File: config.mk
export PLATFORM = sky130hd
export DESIGN_NAME = exm_mask_ctrl
export DESIGN_NICKNAME = d
export VERILOG_FILES = /design/src/rtl/exm_pkg.sv /design/src/rtl/exm_prio_regs.sv /design/src/rtl/exm_ctrl_reg.sv /design/src/rtl/exm_act_gate.sv /design/src/rtl/exm_mask_ctrl.sv
export SDC_FILE = /design/constraint.sdc
export NUM_CORES = 1
export LEC_CHECK = 0
export ABC_AREA = 0
export BUFFER_PORTS_ARGS = -buffer_cell sky130_fd_sc_hd__buf_2
export CAP_MARGIN = 15
export CELL_PAD_IN_SITES_DETAIL_PLACEMENT = 1
export CELL_PAD_IN_SITES_GLOBAL_PLACEMENT = 1
export CORE_MARGIN = 2
export CORE_UTILIZATION = 21
export DETAILED_ROUTE_END_ITERATION = 6
export PLACE_DENSITY_LB_ADDON = 0.12
export SETUP_SLACK_MARGIN = 0.5
export SYNTH_ARGS = -nofsm -noshare
export SYNTH_HDL_FRONTEND = slang
export SYNTH_SLANG_ARGS = --single-unit
File: constraint.sdc
create_clock -name clk -period 1.6 [get_ports clk]
set_clock_uncertainty 0.05 [all_clocks]
set_input_delay 0 -clock clk [delete_from_list [all_inputs] [get_ports clk]]
set_output_delay 0 -clock clk [all_outputs]
set_load 0.05 [all_outputs]
File: src/rtl/exm_pkg.sv
package exm_pkg;
  typedef enum logic [1:0] {
    SEL_BPRI = 2'd0,
    SEL_FMSK = 2'd1,
    SEL_CTRL = 2'd2,
    SEL_NONE = 2'd3
  } reg_sel_e;
endpackage

File: src/rtl/exm_prio_regs.sv
module exm_prio_regs
  import exm_pkg::*;
#(
  parameter int PRIO_W  = 4,
  parameter int EXC_W   = 9,
  parameter int NMI_NUM = 2
) (
  input  logic              clk,
  input  logic              rst_n,
  input  logic              wr_ok,
  input  reg_sel_e          wr_sel,
  input  logic [PRIO_W-1:0] wr_prio,
  input  logic              wr_fm,
  input  logic              exc_return,
  input  logic [EXC_W-1:0]  ret_excnum,
  output logic [PRIO_W-1:0] bpri_q,
  output logic              fmask_q
);
  localparam logic [EXC_W-1:0] NMI_CODE = EXC_W'(NMI_NUM);

  logic [PRIO_W-1:0] bpri_d;
  logic              bpri_en;
  logic              fmask_d;
  logic              fmask_en;
  logic              ret_clears;

  assign ret_clears = exc_return && (ret_excnum != NMI_CODE);

  always_comb begin
    bpri_en = wr_ok && (wr_sel == SEL_BPRI);
    bpri_d  = wr_prio;
  end

  always_comb begin
    fmask_en = 1'b0;
    fmask_d  = fmask_q;
    if (ret_clears) begin
      fmask_en = 1'b1;
      fmask_d  = 1'b0;
    end else if (wr_ok && (wr_sel == SEL_FMSK)) begin
      fmask_en = 1'b1;
      fmask_d  = wr_fm;
    end
  end

  always_ff @(posedge clk or negedge rst_n) begin
    if (!rst_n) begin
      bpri_q  <= '0;
      fmask_q <= 1'b0;
    end else begin
      if (bpri_en)  bpri_q  <= bpri_d;
      if (fmask_en) fmask_q <= fmask_d;
    end
  end

  // ordinary returns drop the fault mask
  a_r5_fm_cleared: assert property (@(posedge clk) disable iff (!rst_n)
    exc_return && (ret_excnum != NMI_CODE) |=> !fmask_q);
  // return from the non-maskable handler keeps it
  a_r5_fm_nmi_keeps: assert property (@(posedge clk) disable iff (!rst_n)
    exc_return && (ret_excnum == NMI_CODE) |=> fmask_q == $past(fmask_q));
endmodule

File: src/rtl/exm_ctrl_reg.sv
module exm_ctrl_reg
  import exm_pkg::*;
(
  input  logic     clk,
  input  logic     rst_n,
  input  logic     wr_ok,
  input  reg_sel_e wr_sel,
  input  logic     wr_priv,
  input  logic     wr_stk,
  input  logic     handler_mode,
  input  logic     exc_entry,
  input  logic     exc_return,
  input  logic     ret_thread,
  input  logic     ret_psp,
  output logic     unpriv_q,
  output logic     stk_q
);
  logic ctrl_wr;
  logic unpriv_en;
  logic unpriv_d;
  logic stk_en;
  logic stk_d;

  assign ctrl_wr = wr_ok && (wr_sel == SEL_CTRL);

  always_comb begin
    unpriv_en = ctrl_wr;
    unpriv_d  = wr_priv;
  end

  always_comb begin
    stk_en = 1'b0;
    stk_d  = stk_q;
    if (exc_entry) begin
      stk_en = 1'b1;
      stk_d  = 1'b0;
    end else if (exc_return) begin
      stk_en = 1'b1;
      stk_d  = ret_thread && ret_psp;
    end else if (ctrl_wr && !handler_mode) begin
      stk_en = 1'b1;
      stk_d  = wr_stk;
    end
  end

  always_ff @(posedge clk or negedge rst_n) begin
    if (!rst_n) begin
      unpriv_q <= 1'b0;
      stk_q    <= 1'b0;
    end else begin
      if (unpriv_en) unpriv_q <= unpriv_d;
      if (stk_en)    stk_q    <= stk_d;
    end
  end

  // entry selects the main stack
  a_r7_entry_main: assert property (@(posedge clk) disable iff (!rst_n)
    exc_entry |=> !stk_q);
  // return restores the stack code
  a_r7_return_load: assert property (@(posedge clk) disable iff (!rst_n)
    exc_return && !exc_entry |=> stk_q == $past(ret_thread && ret_psp));
  // handler-mode writes leave the stack select alone
  a_r6_handler_ignores: assert property (@(posedge clk) disable iff (!rst_n)
    handler_mode && !exc_entry && !exc_return |=> $stable(stk_q));
endmodule

File: src/rtl/exm_act_gate.sv
module exm_act_gate #(
  parameter int PRIO_W = 4
) (
  input  logic              pend_valid,
  input  logic [PRIO_W-1:0] pend_prio,
  input  logic              pend_fixed,
  input  logic [PRIO_W-1:0] bpri,
  input  logic              fmask,
  output logic              act_ok
);
  logic thr_off;
  logic thr_pass;
  logic cfg_pass;

  always_comb begin
    thr_off  = (bpri == '0);
    thr_pass = thr_off || (pend_prio < bpri);
    cfg_pass = !fmask && thr_pass;
    act_ok   = pend_valid && (pend_fixed || cfg_pass);
  end
endmodule

File: src/rtl/exm_mask_ctrl.sv
module exm_mask_ctrl
  import exm_pkg::*;
#(
  parameter int XLEN     = 32,
  parameter int PRIO_W   = 4,
  parameter int PRIO_LSB = 4,
  parameter int EXC_W    = 9,
  parameter int NMI_NUM  = 2
) (
  input  logic             clk,
  input  logic             rst_n,
  input  logic             handler_mode,
  input  logic             wr_en,
  input  logic [1:0]       wr_sel,
  input  logic [XLEN-1:0]  wr_data,
  input  logic [1:0]       rd_sel,
  output logic [XLEN-1:0]  rd_data,
  input  logic             exc_entry,
  input  logic             exc_return,
  input  logic [EXC_W-1:0] ret_excnum,
  input  logic             ret_thread,
  input  logic             ret_psp,
  input  logic             pend_valid,
  input  logic [PRIO_W-1:0] pend_prio,
  input  logic             pend_fixed,
  output logic             act_ok,
  output logic             sp_sel,
  output logic             thread_unpriv
);
  localparam int PRIO_MSB = PRIO_LSB + PRIO_W - 1;

  logic              rst_meta;
  logic              rst_sync_n;
  logic              priv_now;
  logic              wr_ok;
  reg_sel_e          wsel;
  reg_sel_e          rsel;
  logic [PRIO_W-1:0] bpri_q;
  logic              fmask_q;
  logic              unpriv_q;
  logic              stk_q;
  logic [PRIO_W-1:0] wr_prio;
  logic              unused_wr_bits;

  // asynchronous assert, synchronous release
  always_ff @(posedge clk or negedge rst_n) begin
    if (!rst_n) begin
      rst_meta   <= 1'b0;
      rst_sync_n <= 1'b0;
    end else begin
      rst_meta   <= 1'b1;
      rst_sync_n <= rst_meta;
    end
  end

  assign wsel     = reg_sel_e'(wr_sel);
  assign rsel     = reg_sel_e'(rd_sel);
  assign wr_prio  = wr_data[PRIO_MSB:PRIO_LSB];
  assign priv_now = handler_mode || !unpriv_q;
  assign wr_ok    = wr_en && priv_now && !exc_entry && !exc_return;
  assign unused_wr_bits = ^{wr_data[XLEN-1:PRIO_MSB+1], wr_data[PRIO_LSB-1:2]};

  exm_prio_regs #(.PRIO_W(PRIO_W), .EXC_W(EXC_W), .NMI_NUM(NMI_NUM)) u_prio (
    .clk        (clk),
    .rst_n      (rst_sync_n),
    .wr_ok      (wr_ok),
    .wr_sel     (wsel),
    .wr_prio    (wr_prio),
    .wr_fm      (wr_data[0]),
    .exc_return (exc_return),
    .ret_excnum (ret_excnum),
    .bpri_q     (bpri_q),
    .fmask_q    (fmask_q)
  );

  exm_ctrl_reg u_ctrl (
    .clk          (clk),
    .rst_n        (rst_sync_n),
    .wr_ok        (wr_ok),
    .wr_sel       (wsel),
    .wr_priv      (wr_data[0]),
    .wr_stk       (wr_data[1]),
    .handler_mode (handler_mode),
    .exc_entry    (exc_entry),
    .exc_return   (exc_return),
    .ret_thread   (ret_thread),
    .ret_psp      (ret_psp),
    .unpriv_q     (unpriv_q),
    .stk_q        (stk_q)
  );

  exm_act_gate #(.PRIO_W(PRIO_W)) u_gate (
    .pend_valid (pend_valid),
    .pend_prio  (pend_prio),
    .pend_fixed (pend_fixed),
    .bpri       (bpri_q),
    .fmask      (fmask_q),
    .act_ok     (act_ok)
  );

  assign sp_sel        = stk_q && !handler_mode;
  assign thread_unpriv = unpriv_q;

  always_comb begin
    rd_data = '0;
    case (rsel)
      SEL_BPRI: rd_data[PRIO_MSB:PRIO_LSB] = bpri_q;
      SEL_FMSK: rd_data[0] = fmask_q;
      SEL_CTRL: begin
        rd_data[0] = unpriv_q;
        rd_data[1] = sp_sel;
      end
      default:  rd_data = '0;
    endcase
  end

  // at or above a live threshold nothing configurable activates
  a_r3_threshold_blocks: assert property (@(posedge clk) disable iff (!rst_sync_n)
    pend_valid && !pend_fixed && (bpri_q != '0) && (pend_prio >= bpri_q) |-> !act_ok);
  // fault mask blocks configurable, fixed always passes
  a_r4_fmask_blocks: assert property (@(posedge clk) disable iff (!rst_sync_n)
    fmask_q && !pend_fixed |-> !act_ok);
  a_r4_fixed_passes: assert property (@(posedge clk) disable iff (!rst_sync_n)
    pend_valid && pend_fixed |-> act_ok);
  // handler mode never reports the process stack
  a_r6_handler_main: assert property (@(posedge clk) disable iff (!rst_sync_n)
    handler_mode |-> !sp_sel && !rd_data[1] || rsel != SEL_CTRL);
  // unprivileged thread writes leave every register intact
  a_r8_unpriv_drop: assert property (@(posedge clk) disable iff (!rst_sync_n)
    wr_en && !handler_mode && unpriv_q && !exc_entry && !exc_return
      |=> $stable(bpri_q) && $stable(fmask_q) && unpriv_q);
  // a strobe cycle swallows the threshold write
  a_r9_strobe_wins: assert property (@(posedge clk) disable iff (!rst_sync_n)
    (exc_entry || exc_return) |=> $stable(bpri_q));
endmodule

==> results.yml <==
outcome:
  status: "finished, violations left"
  violations: "negative setup slack"
detailed_routing:
  drt-initial-drc-count: 13
  num_vias: 738
  antenna_left: 0
  vias_per_cell: 3.90
  firstDrtPassIters: 2
  drc: 0
  routedWlPerCell_um: 10.3
  wl_um: 1950
worst_setup_path:
  r2r_slack_ps: 420
  cp-start-kind: "flip-flop"
  worst_r2r_endpoint: "u_prio.bpri_q[0]"
  worstPathMaxFanout: 4
  ff2ff_path_depth: 3
  cp_data_arrival_time_ps: 1580
  r2r-start: "u_ctrl.unpriv_q"
  required_ps: 1550
  worstSetupPathType: "reg2out"
  cp-end-kind: "primary output"
global_route:
  grtUsageTotal_pct: 9.48
  grtUsageMet1_pct: 9.36
  busiest_layer: "met2"
  antenna_found_initial: 0
  grtUsageMet2_pct: 18.3
  grt_max_degree: 8
  grt_first_pass_wirelength_um: 3120
  grt_use_met3_pct: 2.20
  grt_pass1_vias: 732
  gr-total-overflow: 0
placed_design:
  place_congestion: 0.620
  port_buffers: 41
  dp_hpwl_um: 1680
  dp.cells: 176
die:
  num_rows: 22
  coreArea_um2: 3720
  die_h_um: 66.5
  die_area_um2: 4420
  start_util_pct: 22.1
  io_pins: 94
  die_w_um: 66.5
synth:
  synth_top_family_by_area: "buffers and inverters"
  synth_compound_area_share_pct: 10.1
  synthSimpleGateAreaFrac_pct: 18.1
  synthCells: 88
  synth_fa_ha_area_share_pct: 9.15
  yosys_warnings: 0
  ys_seq_elements: 9
  synth_ff_type: "dfrtp_1"
  syn_area_um2: 821
  synthArstFlopShare_pct: 100
  synth_area_leaders: "dfrtp_1 (27%), buf_4 (24%), ha_1 (9.1%)"
  netlist.area_leader.share_pct: 27.4
  muxShareOfSynthArea_pct: 6.86
  ys_seq_area_share_pct: 27.4
  synth_edf_count: 0
  synth_top_cell_by_area: "dfrtp_1"
  avgSynthCellArea_um2: 9.33
  synthMostInstantiatedCell: "buf_4"
  synth_common_cells: "buf_4 (26), dfrtp_1 (9), inv_1 (8)"
  synth_cell_types: 27
  yosys.area_share.xor_xnor_pct: 0
cts:
  numCtsBuffers: 3
  clk_latency_ps: 230
  cts_sinks: 9
  cts_tree: "done"
  clk_path_buf_depth: 2
  root_buffer: "clkbuf_8"
  cts.clk_slew.worst_paths_ps: 40
  h-tree-depth: 1
sta:
  finalHoldViolations: 0
  fmax_ghz: 0.614
  period_share_pct: 102
  period_minus_slack_ps: 1630
  rsz0062_at_grt: "yes"
  fin_setup_tns_ps: -29.2
  worst_slack_ps: -29.2
  final_max_slew_viol_count: 0
  finalSetupViolCount: 1
min_path:
  min_to: "u_ctrl.stk_q"
  min_path_cells: 3
  hold_path.class: "in2reg"
  min_from: "wr_data[1]"
power_and_ir_drop:
  cellPowerDensity_nw_per_um2: 854
  p_leak_uw: 0.000655
  vdd_ir_drop_max_uv: 305
cells_and_area:
  final_util_pct: 34.6
  n_antenna_cell: 0
  nets: 207
  final_cells: 189
  syn2layout_area_growth_pct: 56.6
  drive_above_1_share_pct: 52.5
job:
  cap_violations: 0
## logic make-up after synthesis
group           count (synthesis)
flops                           9
compound gates                 10
buf+inv                        34
mux                             5
fa+ha+maj                       6
other cells                     2
simple gates                   22
## worst max-delay path by stage
stage / start / endpoint / depth (start not counted)
after detailed placement: u_prio.bpri_q[2] / act_ok / 5
after global placement: u_prio.bpri_q[2] / act_ok / 5
after CTS: u_prio.bpri_q[2] / act_ok / 4
after global routing: u_prio.bpri_q[1] / act_ok / 5
final: u_prio.bpri_q[2] / act_ok / 4
after floorplan: u_prio.bpri_q[1] / act_ok / 4
## state kept, by name (all words and copies together), names as in the netlist
name and cells:
u_prio.fmask_q 1, u_ctrl.unpriv_q 1, rst_meta 1, rst_sync_n 1
u_prio.bpri_q 4, u_ctrl.stk_q 1
## worst max-delay path: stages (launching register included)
cell,delay (ps)
dfrtp_1,410
or4_1,540
o21ai_2,90
o311a_4,180
buf_8,140
## layout make-up
class                   instances  area (um^2)
fillers                       447         2430
multi-input cells              70          592
repair buffers                 50          332
flip-flops and latches          9          226
well taps                      48         60.1
clock buffers                   4         45.0
inverters                       8         30.0
## layout by cell type, fill, tap and decap left out, types with 2 or more instances in the layout
cell / synthesis / routed
and2_1: 5 / 4
buf_2: 0 / 35
buf_4: 26 / 4
buf_8: 0 / 3
clkbuf_8: 0 / 3
conb_1: 2 / 27
dfrtp_1: 9 / 8
dlygate4sd3_1: 0 / 7
ha_1: 6 / 4
ha_4: 0 / 2
inv_1: 8 / 5
inv_2: 0 / 3
mux2_4: 0 / 5
nand2b_1: 3 / 2
nand4_1: 2 / 2
## repair_timing
action | CTS | global route
buffers inserted | 1 | 1
gates cloned | 0 | 0
gates resized for setup | 16 | 8
endpoints found under the setup margin | 9 | 11
pin swaps | 6 | 6
hold buffers | 7 | 0
endpoints found under the hold margin | 8 | 0
## routing by layer
layer,up-vias,wire length [um]
met2,39,1060
li1,352,-
met4,0,32
met1,343,716
met3,4,144
met5,-,0
## metrics by stage
step	area (um^2)	power (uW)	hold WS [ps]	worst slack, ps
3_3_place_gp	1080	771	-263	64.8
5_1_grt	1280	1170	29.3	-104
6_report	1280	1100	10.8	-29.2
2_1_floorplan	1010	722	-346	300
4_1_cts	1260	1110	0.166	-48.1
3_5_place_dp	1080	776	-261	52.5
## power by group
group          internal, uW  total (uW)  switching [uW]
logic                   202         528             325
registers               264         310            45.7
clock network           173         259            86.1
total                   640        1100             457
No activity file was read; power rests on OpenSTA's default activity.
